--- src/rtl/cfg_load_pkg.sv ---
`timescale 1ns/1ps
package cfg_load_pkg;
  typedef enum logic [2:0] {
    ST_IDLE, ST_PROG_LO, ST_PROG_HI, ST_STREAM, ST_WAIT_DONE, ST_FIN
  } seq_state_e;

  typedef enum logic [2:0] {
    ERR_OK          = 3'd0,
    ERR_RST_TIMEOUT = 3'd1,
    ERR_BAD_SIZE    = 3'd2,
    ERR_BAD_CRC     = 3'd3,
    ERR_SKIPPED     = 3'd4
  } load_err_e;
endpackage

--- src/rtl/cfg_us_tick.sv ---
`timescale 1ns/1ps
module cfg_us_tick #(
  parameter int CLK_PER_TICK = 100
) (
  input  logic clk_i,
  input  logic rst_ni,
  input  logic clr_i,
  output logic tick_o
);
  localparam int CW = $clog2(CLK_PER_TICK + 1);
  localparam logic [CW-1:0] LAST = CW'(CLK_PER_TICK - 1);

  logic [CW-1:0] cnt_q;

  assign tick_o = (cnt_q == LAST);

  always_ff @(posedge clk_i or negedge rst_ni) begin
    if (!rst_ni)     cnt_q <= '0;
    else if (clr_i)  cnt_q <= '0;
    else if (tick_o) cnt_q <= '0;
    else             cnt_q <= cnt_q + CW'(1);
  end
endmodule

--- src/rtl/cfg_poll_timer.sv ---
`timescale 1ns/1ps
module cfg_poll_timer #(
  parameter int POLL_TICKS = 100,
  parameter int MAX_POLLS  = 100
) (
  input  logic clk_i,
  input  logic rst_ni,
  input  logic clr_i,
  input  logic tick_i,
  output logic poll_o,
  output logic last_o
);
  localparam int TW = $clog2(POLL_TICKS + 1);
  localparam int PW = $clog2(MAX_POLLS + 1);
  localparam logic [TW-1:0] T_LAST = TW'(POLL_TICKS - 1);
  localparam logic [PW-1:0] P_LAST = PW'(MAX_POLLS - 1);

  logic [TW-1:0] tick_q;
  logic [PW-1:0] poll_q;

  assign poll_o = tick_i && (tick_q == T_LAST);
  assign last_o = poll_o && (poll_q == P_LAST);

  always_ff @(posedge clk_i or negedge rst_ni) begin
    if (!rst_ni) begin
      tick_q <= '0;
      poll_q <= '0;
    end else if (clr_i) begin
      tick_q <= '0;
      poll_q <= '0;
    end else if (tick_i) begin
      tick_q <= poll_o ? '0 : tick_q + TW'(1);
      if (poll_o && !last_o) poll_q <= poll_q + PW'(1);
    end
  end
endmodule

--- src/rtl/cfg_byte_pump.sv ---
`timescale 1ns/1ps
module cfg_byte_pump #(
  parameter int                LEN_W    = 24,
  parameter int                DATA_W   = 8,
  parameter logic [DATA_W-1:0] PAD_BYTE = '0
) (
  input  logic              clk_i,
  input  logic              rst_ni,
  input  logic              ld_i,
  input  logic [LEN_W-1:0]  len_i,
  input  logic              en_i,
  input  logic [DATA_W-1:0] s_data_i,
  input  logic              s_valid_i,
  output logic              s_ready_o,
  output logic [DATA_W-1:0] dev_data_o,
  output logic              dev_we_o,
  output logic              empty_o
);
  logic [LEN_W-1:0]  rem_q;
  logic              pad_q;
  logic              we_q;
  logic [DATA_W-1:0] data_q;
  logic              take;
  logic              pad_go;

  assign s_ready_o  = en_i && (rem_q != '0);
  assign take       = s_ready_o && s_valid_i;
  assign pad_go     = en_i && (rem_q == '0) && pad_q;
  // empty only once the final strobe has left the output register
  assign empty_o    = (rem_q == '0) && !pad_q && !we_q;
  assign dev_data_o = data_q;
  assign dev_we_o   = we_q;

  always_ff @(posedge clk_i or negedge rst_ni) begin
    if (!rst_ni) begin
      rem_q <= '0;
      pad_q <= 1'b0;
    end else if (ld_i) begin
      rem_q <= len_i;
      pad_q <= len_i[0];
    end else begin
      if (take)   rem_q <= rem_q - LEN_W'(1);
      if (pad_go) pad_q <= 1'b0;
    end
  end

  always_ff @(posedge clk_i or negedge rst_ni) begin
    if (!rst_ni) begin
      we_q   <= 1'b0;
      data_q <= '0;
    end else begin
      we_q <= take || pad_go;
      if (take)        data_q <= s_data_i;
      else if (pad_go) data_q <= PAD_BYTE;
    end
  end
endmodule

--- src/rtl/cfg_load_seq.sv ---
`timescale 1ns/1ps
module cfg_load_seq
  import cfg_load_pkg::*;
#(
  parameter int                CLK_PER_TICK = 100,
  parameter int                POLL_TICKS   = 100,
  parameter int                MAX_POLLS    = 100,
  parameter int                LEN_W        = 24,
  parameter int                DATA_W       = 8,
  parameter int                ID_W         = 32,
  parameter logic [DATA_W-1:0] PAD_BYTE     = '0
) (
  input  logic              clk_i,
  input  logic              rst_ni,
  input  logic              start_i,
  input  logic              reset_only_i,
  input  logic              auto_i,
  input  logic              por_i,
  input  logic [LEN_W-1:0]  len_i,
  input  logic [ID_W-1:0]   new_id_i,
  input  logic [ID_W-1:0]   cur_id_i,
  input  logic [DATA_W-1:0] s_data_i,
  input  logic              s_valid_i,
  output logic              s_ready_o,
  output logic              prog_no,
  input  logic              init_i,
  input  logic              done_i,
  output logic              load_mode_o,
  output logic [DATA_W-1:0] dev_data_o,
  output logic              dev_we_o,
  output logic              busy_o,
  output logic              fin_o,
  output logic [2:0]        err_o
);
  seq_state_e state_q, state_d;
  load_err_e  err_q, err_d;
  logic       rst_only_q, rst_only_d;
  logic       tick, poll, last, timer_clr, pump_ld, pump_empty;
  logic       up_to_date;

  cfg_us_tick #(.CLK_PER_TICK(CLK_PER_TICK)) tick_i (
    .clk_i, .rst_ni, .clr_i(timer_clr), .tick_o(tick)
  );

  cfg_poll_timer #(.POLL_TICKS(POLL_TICKS), .MAX_POLLS(MAX_POLLS)) poll_i (
    .clk_i, .rst_ni, .clr_i(timer_clr), .tick_i(tick), .poll_o(poll), .last_o(last)
  );

  cfg_byte_pump #(.LEN_W(LEN_W), .DATA_W(DATA_W), .PAD_BYTE(PAD_BYTE)) pump_i (
    .clk_i, .rst_ni,
    .ld_i(pump_ld), .len_i, .en_i(state_q == ST_STREAM),
    .s_data_i, .s_valid_i, .s_ready_o,
    .dev_data_o, .dev_we_o, .empty_o(pump_empty)
  );

  assign up_to_date = auto_i && !por_i && done_i && (new_id_i == cur_id_i);

  always_comb begin
    state_d    = state_q;
    err_d      = err_q;
    rst_only_d = rst_only_q;
    pump_ld    = 1'b0;
    unique case (state_q)
      ST_IDLE: begin
        if (start_i) begin
          if (up_to_date) begin
            state_d = ST_FIN;
            err_d   = ERR_SKIPPED;
          end else begin
            state_d    = ST_PROG_LO;
            rst_only_d = 1'b0;
            pump_ld    = 1'b1;
          end
        end else if (reset_only_i) begin
          state_d    = ST_PROG_LO;
          rst_only_d = 1'b1;
        end
      end
      ST_PROG_LO: if (poll) begin
        if (!init_i) state_d = ST_PROG_HI;
        else if (last) begin
          state_d = ST_FIN;
          err_d   = ERR_RST_TIMEOUT;
        end
      end
      ST_PROG_HI: if (poll) begin
        if (init_i) begin
          if (rst_only_q) begin
            state_d = ST_FIN;
            err_d   = ERR_OK;
          end else begin
            state_d = ST_STREAM;
          end
        end else if (last) begin
          state_d = ST_FIN;
          err_d   = ERR_RST_TIMEOUT;
        end
      end
      ST_STREAM: if (pump_empty) state_d = ST_WAIT_DONE;
      ST_WAIT_DONE: if (poll) begin
        if (done_i) begin
          state_d = ST_FIN;
          err_d   = ERR_OK;
        end else if (last) begin
          state_d = ST_FIN;
          err_d   = init_i ? ERR_BAD_SIZE : ERR_BAD_CRC;
        end
      end
      ST_FIN:  state_d = ST_IDLE;
      default: state_d = ST_IDLE;
    endcase
  end

  // every state entry restarts the poll interval from zero
  assign timer_clr = (state_d != state_q);

  always_ff @(posedge clk_i or negedge rst_ni) begin
    if (!rst_ni) begin
      state_q    <= ST_IDLE;
      err_q      <= ERR_OK;
      rst_only_q <= 1'b0;
    end else begin
      state_q    <= state_d;
      err_q      <= err_d;
      rst_only_q <= rst_only_d;
    end
  end

  assign prog_no     = (state_q != ST_PROG_LO);
  assign load_mode_o = (state_q == ST_STREAM);
  assign busy_o      = (state_q != ST_IDLE);
  assign fin_o       = (state_q == ST_FIN);
  assign err_o       = err_q;
endmodule

--- config.mk ---
export PLATFORM = sky130hd
export DESIGN_NAME = cfg_load_seq
export DESIGN_NICKNAME = d
export VERILOG_FILES = /design/src/rtl/cfg_load_pkg.sv /design/src/rtl/cfg_us_tick.sv /design/src/rtl/cfg_poll_timer.sv /design/src/rtl/cfg_byte_pump.sv /design/src/rtl/cfg_load_seq.sv
export SDC_FILE = /design/constraint.sdc
export NUM_CORES = 1
export LEC_CHECK = 0
export ABC_AREA = 1
export BUFFER_PORTS_ARGS = -buffer_cell sky130_fd_sc_hd__buf_2
export CAP_MARGIN = 10
export CORE_MARGIN = 8
export CORE_UTILIZATION = 54
export CTS_CLUSTER_DIAMETER = 50
export DETAILED_ROUTE_END_ITERATION = 8
export PLACE_DENSITY = 0.81
export REMOVE_ABC_BUFFERS = 1
export SLEW_MARGIN = 0
export SYNTH_ARGS = -nofsm -noshare
export SYNTH_HDL_FRONTEND = slang
export SYNTH_SLANG_ARGS = --single-unit
--- constraint.sdc ---
create_clock -name clk_i -period 2.5 [get_ports clk_i]
set_clock_uncertainty 0.05 [all_clocks]
set_input_delay 0.75 -clock clk_i [delete_from_list [all_inputs] [get_ports clk_i]]
set_output_delay 0.75 -clock clk_i [all_outputs]
set_load 0.005 [all_outputs]
# Word-level counts from Yosys, hierarchy flattened
# Cells that the tools add are included.
# W data, S select, Z words.
# word_totals
ff_bits	62
wordCells	111
input_bits	105
out_inout_bits	17
# op_classes
add_sub_neg	4
n_reduce_logical	31
muxes	46
n_eq_ne	20
# op_table
operator	n
$mux W3	23
$mux W7	8
$mux W24	2
$eq A32 B32 Y1	1
$logic_not A24 Y1	1
$reduce_bool A24 Y1	1
$sub A24 B1 Y24 const B	1
$add A7 B1 Y7 const B	3
$eq A7 B7 Y1 const B	3
$mux W8	2
$pmux W3 S5	1
$logic_and A1 B1 Y1	12
$pmux W3 S4	1
$reduce_bool A2 Y1	6
$mux W1	9
$reduce_and A9 Y1	1
$ne A2 B2 Y1 const B	4
$eq A3 B2 Y1 const B	2
$eq A3 B3 Y1 const B	2
$ne A2 B1 Y1 const B	3
$logic_not A1 Y1	4
$reduce_bool A4 Y1	1
$eq A3 B1 Y1 const B	1
$logic_not A3 Y1	1
other kinds (8)	8

# Depth between registers and ports, before layout
# Gate-level depths: netlist (run 1).
# logic_depth
ltp_word	10
mapped_depth	15

# Hierarchy
# From an unflattened synthesis (run 1), not the netlist that was laid out.
# hier_totals
cells_unflattened	773
area_unflattened_um2	4973.5
# modules_own_cells
module	area_per_inst_um2	cells_per_inst	seq_area_each_um2	instances
cfg_byte_pump	2358.5	347	850.8	1
cfg_load_seq	1418.9	270	175.2	1
cfg_poll_timer	842.1	112	350.3	1
cfg_us_tick	354.1	44	175.2	1

# Worst setup path after synthesis (run 1)
# OpenSTA, ideal clock, no wires.
# synth_path
path_type	input port to flip-flop
from	input cur_id_i[7]
to	register pump_i.rem_q[8]
path_buffers	1
path_slack_ps	513
setup_ps	126
arrival_time_ps	1810
cell_stages	10
cell_sequence	or2_0 -> a21oi_1 -> nand2_1 -> nor2_1 -> nand3_1 -> nand3_2 -> inv_2 -> buf_2 -> nand2_1 -> nand3_1
# synth_between
elab_chain_cells	6
word_cells_on_any_way	7
classes_between	eq/ne: 1; mux: 4; reduce/logical: 2
# synth_rtl
item	line	rtl
from (decl)	cfg_load_seq.sv:21	input logic [ID_W-1:0] cur_id_i,
$eq A32 B32 Y1 *	cfg_load_seq.sv:56	assign up_to_date = auto_i && !por_i && done_i && (new_id_i == cur_id_i);
$logic_and A1 B1 Y1 *	cfg_load_seq.sv:56	
$mux W1 *	cfg_load_seq.sv:66	if (up_to_date) begin
$mux W1 *	cfg_load_seq.sv:65	if (start_i) begin
$mux W1 *	cfg_load_seq.sv:63	unique case (state_q)
$mux W24 / $reduce_bool A2 Y1 (equally long branches)	--	
to (signal assigned)	cfg_byte_pump.sv:39	rem_q <= len_i;
to (signal assigned)	cfg_byte_pump.sv:42	if (take) rem_q <= rem_q - LEN_W'(1);
to (decl)	cfg_byte_pump.sv:19	logic [LEN_W-1:0] rem_q;
# Every way passes the cells marked *; elsewhere a longest branch is shown, timed or not.
# A chain may end at the register's enable or synchronous reset.

# Worst setup path in the final report (run 1)
# layout_path
from	register pump_i.rem_q[20]
to	output s_ready_o
# layout_between
elab_chain_cells	2
# layout_rtl
item	line	rtl
$reduce_bool A24 Y1	cfg_byte_pump.sv:26	assign s_ready_o = en_i && (rem_q != '0);
$logic_and A1 B1 Y1	cfg_byte_pump.sv:26	
to (decl)	cfg_load_seq.sv:24	output logic s_ready_o,
# Every way passes these cells.

==> results of run 1 <==
[placed cells by master, fill, tap and decap left out, drive strengths merged]
cell type  instances
a211oi             1
a21oi              7
a22o               1
a22oi              1
a31o               1
a31oi              1
buf              138
bufinv             1
clkbuf            12
clkinv             1
clkinvlp           1
dfrtp             62
ha                 5
inv              106
mux2i              1
nand2            221
nand3             67
nand3b             5
nand4             13
nor2             122
nor3               9
o21ai             35
o31ai              3
o41ai              1
or2                5
xnor2             17
xor2              24
[logic make-up (layout without fill, tap and decap cells)]
kind of cell / Yosys count / in the layout / share of synthesized area (%)
adder cells (fa/ha/maj): 5 / 5 / 1.31
XOR/XNOR: 41 / 41 / 7.53
AND/OR/NAND/NOR: 442 / 442 / 42.6
flip-flops: 62 / 62 / 32.5
AO/OA/AOI/OAI: 51 / 51 / 5.96
buffers and inverters: 117 / 259 / 9.84
multiplexers: 1 / 1 / 0.210
[metrics by stage]
stage | area (um2) | hold WS [ns] | util [%] | setup TNS, ns | total power, mW
after floorplan | 4700 | 0.392 | - | 0 | 1.83
after global placement | 5540 | 0.431 | 64.1 | 0 | 2.08
after detailed placement | 5540 | 0.431 | 64.1 | 0 | 2.12
after CTS | 5760 | 0.339 | 66.7 | 0 | 3.06
after global routing | 5840 | 0.363 | 67.6 | -0.00181 | 3.30
final | 5840 | 0.339 | 67.6 | 0 | 3.11
[metal layers]
metal / up-vias / global-route usage, % / routed length [um]
li1: 2507 / - / -
met1: 2291 / 27.9 / 5720
met2: 129 / 37.6 / 6380
met3: 22 / 6.63 / 830
met4: 0 / 5.30 / 208
met5: - / 0 / 0
[final timing paths]
kind / from / end
max: pump_i.rem_q[20]$_DFFE_PN0P_ / s_ready_o
min: rst_ni / poll_i.poll_q[4]$_DFFE_PN0P_
max reg2reg: tick_i.cnt_q[0]$_DFF_PN0_ / poll_i.tick_q[4]$_DFFE_PN0P_
min reg2reg: rst_only_q$_DFFE_PN0P_ / rst_only_q$_DFFE_PN0P_
max in group asynchronous: rst_ni / pump_i.rem_q[21]$_DFFE_PN0P_
min in group clk_i: rst_only_q$_DFFE_PN0P_ / rst_only_q$_DFFE_PN0P_
[flip-flops by register name, summed over array words and instances, names as in the netlist]
signal,cells
pump_i.pad_q,1
rst_only_q,1
pump_i.dev_we_o,1
pump_i.dev_data_o,8
err_o,3
pump_i.rem_q,24
poll_i.poll_q,7
poll_i.tick_q,7
tick_i.cnt_q,7
state_q,3
[worst max-delay path, stage by stage, from the launching register on]
cell                      delay (ns)
sky130_fd_sc_hd__dfrtp_1        0.45
sky130_fd_sc_hd__nor2_2         0.23
sky130_fd_sc_hd__nand3_2        0.12
sky130_fd_sc_hd__nor2_4         0.12
sky130_fd_sc_hd__nand3_2        0.11
sky130_fd_sc_hd__nand2_1        0.08
sky130_fd_sc_hd__inv_1          0.04
sky130_fd_sc_hd__buf_2          0.12
[power breakdown]
part	internal, mW	switching, mW
Clock	0.535	0.398
Combinational	0.374	0.490
Sequential	1.14	0.174
[repair_timing]
item,4_1_cts,5_1_grt
endpoints found under the hold margin,0,0
pin swaps,1,1
endpoints found under the setup margin,1,1
setup buffers,1,6
hold buffers,0,0
cloned,0,0
resized for setup,4,10
[area by class of cell]
class	count	area (um2)
clock inverters	3	42.5
clock buffers	12	165
inverters	106	398
fillers	761	2790
well taps	108	135
flip-flops and latches	62	1550
multi-input cells	540	2790
repair buffers	138	758
==> flow_results.xml, run 1 <==
<?xml version="1.0" encoding="UTF-8"?>
<metrics>
  <group name="drt">
    <metric name="wl_per_cell" unit="um">13.6</metric>
    <metric name="finalWirelength" unit="um">13100</metric>
    <metric name="vias" unit="">4949</metric>
    <metric name="first_iter_violations" unit="">295</metric>
    <metric name="post_dr_vias_cell" unit="">5.11</metric>
    <metric name="drtAntennaViolNets" unit="">0</metric>
    <metric name="detail_route.drc_violations" unit="">0</metric>
    <metric name="drt_first_pass_iters" unit="">5</metric>
  </group>
  <group name="cells_and_area">
    <metric name="antenna-diode-count" unit="">0</metric>
    <metric name="area.growth.synth_to_final" unit="%">22.5</metric>
    <metric name="fin_nets" unit="">967</metric>
    <metric name="post_route_cells_drive_above_1_share" unit="%">25.3</metric>
    <metric name="fin_cells" unit="">969</metric>
  </group>
  <group name="floorplanning">
    <metric name="fp.coreArea" unit="um2">8640</metric>
    <metric name="placement_rows" unit="">34</metric>
    <metric name="fp.dieH" unit="um">110</metric>
    <metric name="die-width" unit="um">110</metric>
    <metric name="boundaryPins" unit="">122</metric>
    <metric name="die-area" unit="um2">12100</metric>
    <metric name="floorplan.initialDensity" unit="%">55.2</metric>
  </group>
  <group name="timing">
    <metric name="setup_slack" unit="ns">0.0918</metric>
    <metric name="clock.fmax" unit="MHz">415</metric>
    <metric name="timing.final.max_slew_violations" unit="">0</metric>
    <metric name="period_needed" unit="ns">2.41</metric>
    <metric name="relSlewSlack" unit="%">62.1</metric>
    <metric name="setup_viol_count_final" unit="">0</metric>
    <metric name="hold_viol" unit="">0</metric>
    <metric name="min_period_over_period" unit="%">96.3</metric>
    <metric name="tightest_slew" unit="ns">0.564</metric>
  </group>
  <group name="clocking">
    <metric name="cts-htree-levels" unit="">3</metric>
    <metric name="numClockSinks" unit="">62</metric>
    <metric name="cts-root-to-sink-buffers" unit="">2</metric>
    <metric name="tritoncts" unit="">built</metric>
    <metric name="clock_tree_root_buffer_cell" unit="">sky130_fd_sc_hd__clkbuf_8</metric>
    <metric name="clkSlewWorstSetupHoldPaths" unit="ns">0.07</metric>
    <metric name="cts_buffers" unit="">9</metric>
    <metric name="clk_latency" unit="ns">0.34</metric>
  </group>
  <group name="critical_path">
    <metric name="crit_path_end_kind" unit="">primary output</metric>
    <metric name="reg2regPathDepth" unit="">13</metric>
    <metric name="cp_data_arrival_time" unit="ns">1.61</metric>
    <metric name="worst-endpoint-required" unit="ns">1.70</metric>
    <metric name="ff2ff_setup_slack" unit="ns">0.29</metric>
    <metric name="timing.critical_path.fanout_max" unit="">4</metric>
    <metric name="worst_setup_path_start_kind" unit="">flop</metric>
    <metric name="critical_path_class" unit="">flop to primary output</metric>
  </group>
  <group name="synthesis">
    <metric name="ys_dominant_reg_cell" unit="">sky130_fd_sc_hd__dfrtp_1</metric>
    <metric name="post_synth_num_cell_types" unit="">37</metric>
    <metric name="synthesis.yosys.warnings" unit="">0</metric>
    <metric name="ys_seq_elements" unit="">62</metric>
    <metric name="synth_largest_type_area_fraction" unit="%">32.5</metric>
    <metric name="ys_top_cells_by_count" unit="">215 x sky130_fd_sc_hd__nand2_1, 103 x sky130_fd_sc_hd__inv_1, 90 x sky130_fd_sc_hd__nor2_1</metric>
    <metric name="asyncSetResetFlopFracSynth" unit="%">100</metric>
    <metric name="synth_seq_area_share" unit="%">32.5</metric>
    <metric name="average_cell_area_after_synthesis" unit="um2">6.63</metric>
    <metric name="netlist_area" unit="um2">4770</metric>
    <metric name="synth_area_leader_cell" unit="">sky130_fd_sc_hd__dfrtp_1</metric>
    <metric name="synth_edf_count" unit="">0</metric>
    <metric name="ys_top_cells_by_area" unit="">sky130_fd_sc_hd__dfrtp_1 33%, sky130_fd_sc_hd__nand2_1 17%, sky130_fd_sc_hd__inv_1 8.1%, sky130_fd_sc_hd__nor2_1 7.1%, sky130_fd_sc_hd__nand3_1 6.4%</metric>
    <metric name="yosysMostFrequentCell" unit="">sky130_fd_sc_hd__nand2_1</metric>
    <metric name="synthesis.instances" unit="">719</metric>
  </group>
  <group name="global_routing">
    <metric name="groute.usage.overall" unit="%">22.5</metric>
    <metric name="first_global_vias" unit="">5015</metric>
    <metric name="grt_pass1_wl" unit="um">22100</metric>
    <metric name="grt_start_max_net_pins" unit="">26</metric>
    <metric name="overflow_left_after_global_routing" unit="">0</metric>
    <metric name="grt_antenna_before_repair" unit="">0</metric>
  </group>
  <group name="placed_design">
    <metric name="hpwl" unit="um">10400</metric>
    <metric name="portBuffers" unit="">121</metric>
    <metric name="place_congestion" unit="">0.948</metric>
    <metric name="dp_slack" unit="ns">0.107</metric>
    <metric name="place.detailed.instances" unit="">947</metric>
  </group>
  <group name="hold_path">
    <metric name="hp-class" unit="">input pin to async pin</metric>
  </group>
  <group name="flow_run">
    <metric name="timing.max_cap.violations" unit="">0</metric>
  </group>
  <group name="status">
    <metric name="result_of_the_run" unit="">finished clean</metric>
  </group>
  <group name="power">
    <metric name="power.ir.vdd_worst" unit="V">0.000456</metric>
    <metric name="pwr_density_cell" unit="nW/um2">533</metric>
    <metric name="p_leak" unit="nW">3.12</metric>
  </group>
</metrics>
No activity file was read; power rests on OpenSTA's default activity.
==> run 2: changes to the inputs <==
- BUFFER_PORTS_ARGS: -buffer_cell sky130_fd_sc_hd__buf_2 -> unset
- CORE_UTILIZATION: 54 -> 60
- DONT_BUFFER_PORTS: unset -> 1
- PLACE_DENSITY: 0.81 -> 0.76
==> flow_results.xml, run 2 (synthesis results as in run 1) <==
<?xml version="1.0" encoding="UTF-8"?>
<metrics>
  <group name="status">
    <metric name="result_of_the_run" unit="">finished clean</metric>
  </group>
  <group name="placed_design">
    <metric name="dp_slack" unit="ns">0.123</metric>
    <metric name="place.detailed.instances" unit="">819</metric>
    <metric name="placed_cell_area" unit="um2">4930</metric>
    <metric name="hpwl" unit="um">9000</metric>
    <metric name="place_congestion" unit="">0.914</metric>
    <metric name="portBuffers" unit="">0</metric>
  </group>
  <group name="cells_and_area">
    <metric name="fill_cells" unit="">700</metric>
    <metric name="final_design_area_no_fill" unit="um2">5140</metric>
    <metric name="antenna-diode-count" unit="">0</metric>
    <metric name="mostFrequentLayoutCells" unit="">215 x sky130_fd_sc_hd__nand2_1, 103 x sky130_fd_sc_hd__inv_1, 89 x sky130_fd_sc_hd__nor2_1</metric>
    <metric name="fin_cells" unit="">835</metric>
    <metric name="mostFrequentLayoutCell" unit="">sky130_fd_sc_hd__nand2_1</metric>
    <metric name="largest_reg_flops" unit="">24</metric>
    <metric name="post_route_cells_drive_above_1_share" unit="%">11.1</metric>
    <metric name="area.growth.synth_to_final" unit="%">7.87</metric>
    <metric name="multiInputGateArea" unit="um2">2760</metric>
    <metric name="register_area" unit="um2">1550</metric>
    <metric name="max_flop_register" unit="">pump_i.rem_q</metric>
    <metric name="fin_nets" unit="">838</metric>
  </group>
  <group name="floorplanning">
    <metric name="floorplan.initialDensity" unit="%">61.7</metric>
    <metric name="placement_rows" unit="">32</metric>
    <metric name="die-width" unit="um">105</metric>
    <metric name="die-area" unit="um2">11100</metric>
    <metric name="fp.dieH" unit="um">105</metric>
    <metric name="fp.coreArea" unit="um2">7730</metric>
    <metric name="boundaryPins" unit="">122</metric>
  </group>
  <group name="power">
    <metric name="power.ir.vdd_worst" unit="V">0.000470</metric>
    <metric name="share_comb_of_total_power" unit="%">23.4</metric>
    <metric name="clkPwrFrac" unit="%">32.0</metric>
    <metric name="power_switching" unit="uW">1000</metric>
    <metric name="sequentialPowerShare" unit="%">44.7</metric>
    <metric name="p_leak" unit="nW">2.59</metric>
    <metric name="pwr_density_cell" unit="nW/um2">568</metric>
    <metric name="power_switching_share" unit="%">34.2</metric>
    <metric name="intPower" unit="mW">1.92</metric>
  </group>
  <group name="critical_path">
    <metric name="critical_path_class" unit="">flop to primary output</metric>
    <metric name="worst-endpoint-required" unit="ns">1.70</metric>
    <metric name="cp_data_arrival_time" unit="ns">1.59</metric>
    <metric name="r2r_start" unit="">tick_i.cnt_q[0]$_DFF_PN0_</metric>
    <metric name="worstReg2RegEnd" unit="">poll_i.tick_q[4]$_DFFE_PN0P_</metric>
    <metric name="reg2regPathDepth" unit="">13</metric>
    <metric name="crit_path_end_kind" unit="">primary output</metric>
    <metric name="timing.critical_path.fanout_max" unit="">4</metric>
    <metric name="worst_setup_path_start_kind" unit="">flop</metric>
    <metric name="ff2ff_setup_slack" unit="ns">0.29</metric>
  </group>
  <group name="timing">
    <metric name="tightest_slew" unit="ns">0.348</metric>
    <metric name="min_period_over_period" unit="%">95.8</metric>
    <metric name="summed_negative_setup_slack_over_all_endpoints" unit="ns">0</metric>
    <metric name="setup_viol_count_final" unit="">0</metric>
    <metric name="hold_viol" unit="">0</metric>
    <metric name="unrepaired_setup_endpoints_after_global_routing" unit="">false</metric>
    <metric name="clock.fmax" unit="MHz">418</metric>
    <metric name="timing.final.max_slew_violations" unit="">0</metric>
    <metric name="period_needed" unit="ns">2.39</metric>
    <metric name="relSlewSlack" unit="%">76.6</metric>
    <metric name="setup_slack" unit="ns">0.106</metric>
  </group>
  <group name="clocking">
    <metric name="cts-root-to-sink-buffers" unit="">2</metric>
    <metric name="cts-htree-levels" unit="">3</metric>
    <metric name="tritoncts" unit="">built</metric>
    <metric name="clkSlewWorstSetupHoldPaths" unit="ns">0.08</metric>
    <metric name="postCtsHoldBufs" unit="">0</metric>
    <metric name="clock_tree_root_buffer_cell" unit="">sky130_fd_sc_hd__clkbuf_8</metric>
    <metric name="clk_latency" unit="ns">0.35</metric>
    <metric name="cts_buffers" unit="">9</metric>
    <metric name="numClockSinks" unit="">62</metric>
  </group>
  <group name="drt">
    <metric name="finalWirelength" unit="um">11500</metric>
    <metric name="detail_route.drc_violations" unit="">0</metric>
    <metric name="post_dr_vias_cell" unit="">5.23</metric>
    <metric name="drt_first_pass_iters" unit="">4</metric>
    <metric name="first_iter_violations" unit="">169</metric>
    <metric name="drtAntennaViolNets" unit="">0</metric>
    <metric name="wl_per_cell" unit="um">13.8</metric>
    <metric name="vias" unit="">4363</metric>
  </group>
  <group name="global_routing">
    <metric name="grt_antenna_before_repair" unit="">0</metric>
    <metric name="groute.usage.overall" unit="%">21.3</metric>
    <metric name="grt_start_max_net_pins" unit="">63</metric>
    <metric name="overflow_left_after_global_routing" unit="">0</metric>
    <metric name="first_global_vias" unit="">4302</metric>
    <metric name="grt_pass1_wl" unit="um">19600</metric>
  </group>
  <group name="hold_path">
    <metric name="hp-class" unit="">input pin to async pin</metric>
  </group>
  <group name="flow_run">
    <metric name="timing.max_cap.violations" unit="">0</metric>
  </group>
</metrics>
-- run 2: cell count changes in the layout (fill, tap and decap cells not counted), moves of 3 or more --
| cell | previous run | this run |
|---|---|---|
| sky130_fd_sc_hd__nor2_1 | 84 | 89 |
| sky130_fd_sc_hd__buf_2 | 121 | 0 |
| sky130_fd_sc_hd__nor2_4 | 7 | 4 |
| sky130_fd_sc_hd__buf_4 | 15 | 6 |
-- run 2: how the worst max path moves through the flow --
stage	startpoint	to	slack, ns	depth (start not counted)
5_1_grt	pump_i.rem_q[10]$_DFFE_PN0P_	s_ready_o	0.01	6
3_3_place_gp	cur_id_i[9]	pump_i.pad_q$_DFFE_PN0P_	0.19	10
2_1_floorplan	cur_id_i[7]	pump_i.pad_q$_DFFE_PN0P_	0.28	9
4_1_cts	pump_i.rem_q[0]$_DFFE_PN0P_	s_ready_o	0.07	7
6_report	pump_i.rem_q[0]$_DFFE_PN0P_	s_ready_o	0.11	7
3_5_place_dp	cur_id_i[9]	pump_i.rem_q[0]$_DFFE_PN0P_	0.12	10
-- run 2: layer usage --
| layer | track usage (%) | share of wire, % | up-vias |
|---|---|---|---|
| met5 | 0 | 0 | - |
| met1 | 25.3 | 43 | 1991 |
| met4 | 7.65 | 1.6 | 0 |
| li1 | - | - | 2254 |
| met3 | 4.73 | 6.3 | 13 |
| met2 | 36.7 | 49 | 105 |
-- run 2: what timing repair did --
action                                  CTS  global route
endpoints found under the setup margin    0             1
resized for setup                         0             2
setup buffers                             0             0
-- run 2: critical path, stage by stage, from the launching register on --
cell and delay, ns:
sky130_fd_sc_hd__dfrtp_1 0.40, sky130_fd_sc_hd__inv_1 0.13, sky130_fd_sc_hd__ha_1 0.20, sky130_fd_sc_hd__nand3_1 0.10
sky130_fd_sc_hd__nor2_2 0.15, sky130_fd_sc_hd__nand3_2 0.13, sky130_fd_sc_hd__nand2_1 0.08, sky130_fd_sc_hd__inv_1 0.05
-- run 2: layout make-up --
| class | instances | area share, % |
|---|---|---|
| Multi-Input combinational cell | 540 | 53.6 |
| Tap cell | 102 | 2.48 |
| Clock buffer | 10 | 2.68 |
| Timing Repair Buffer | 9 | 2.04 |
| Sequential cell | 62 | 30.2 |
| Inverter | 106 | 7.73 |
| Clock inverter | 6 | 1.34 |
-- run 2: power by group through the flow --
stage	Clock, mW	Sequential, mW	Combinational, mW
floorplan	0	1.28	0.555
detailed placement	0	1.32	0.673
CTS	0.947	1.30	0.683
global placement	0	1.31	0.655
finish	0.933	1.30	0.683
global route	0.991	1.33	0.791
-- run 2: metrics by stage --
step	util, %	hold WS [ns]	total power, mW
4_1_cts	66.5	0.0316	2.93
5_1_grt	66.6	0.0253	3.11
3_5_place_dp	63.8	0.409	1.99
6_report	66.6	0.0404	2.92
2_1_floorplan	-	0.392	1.83
3_3_place_gp	63.8	0.409	1.96
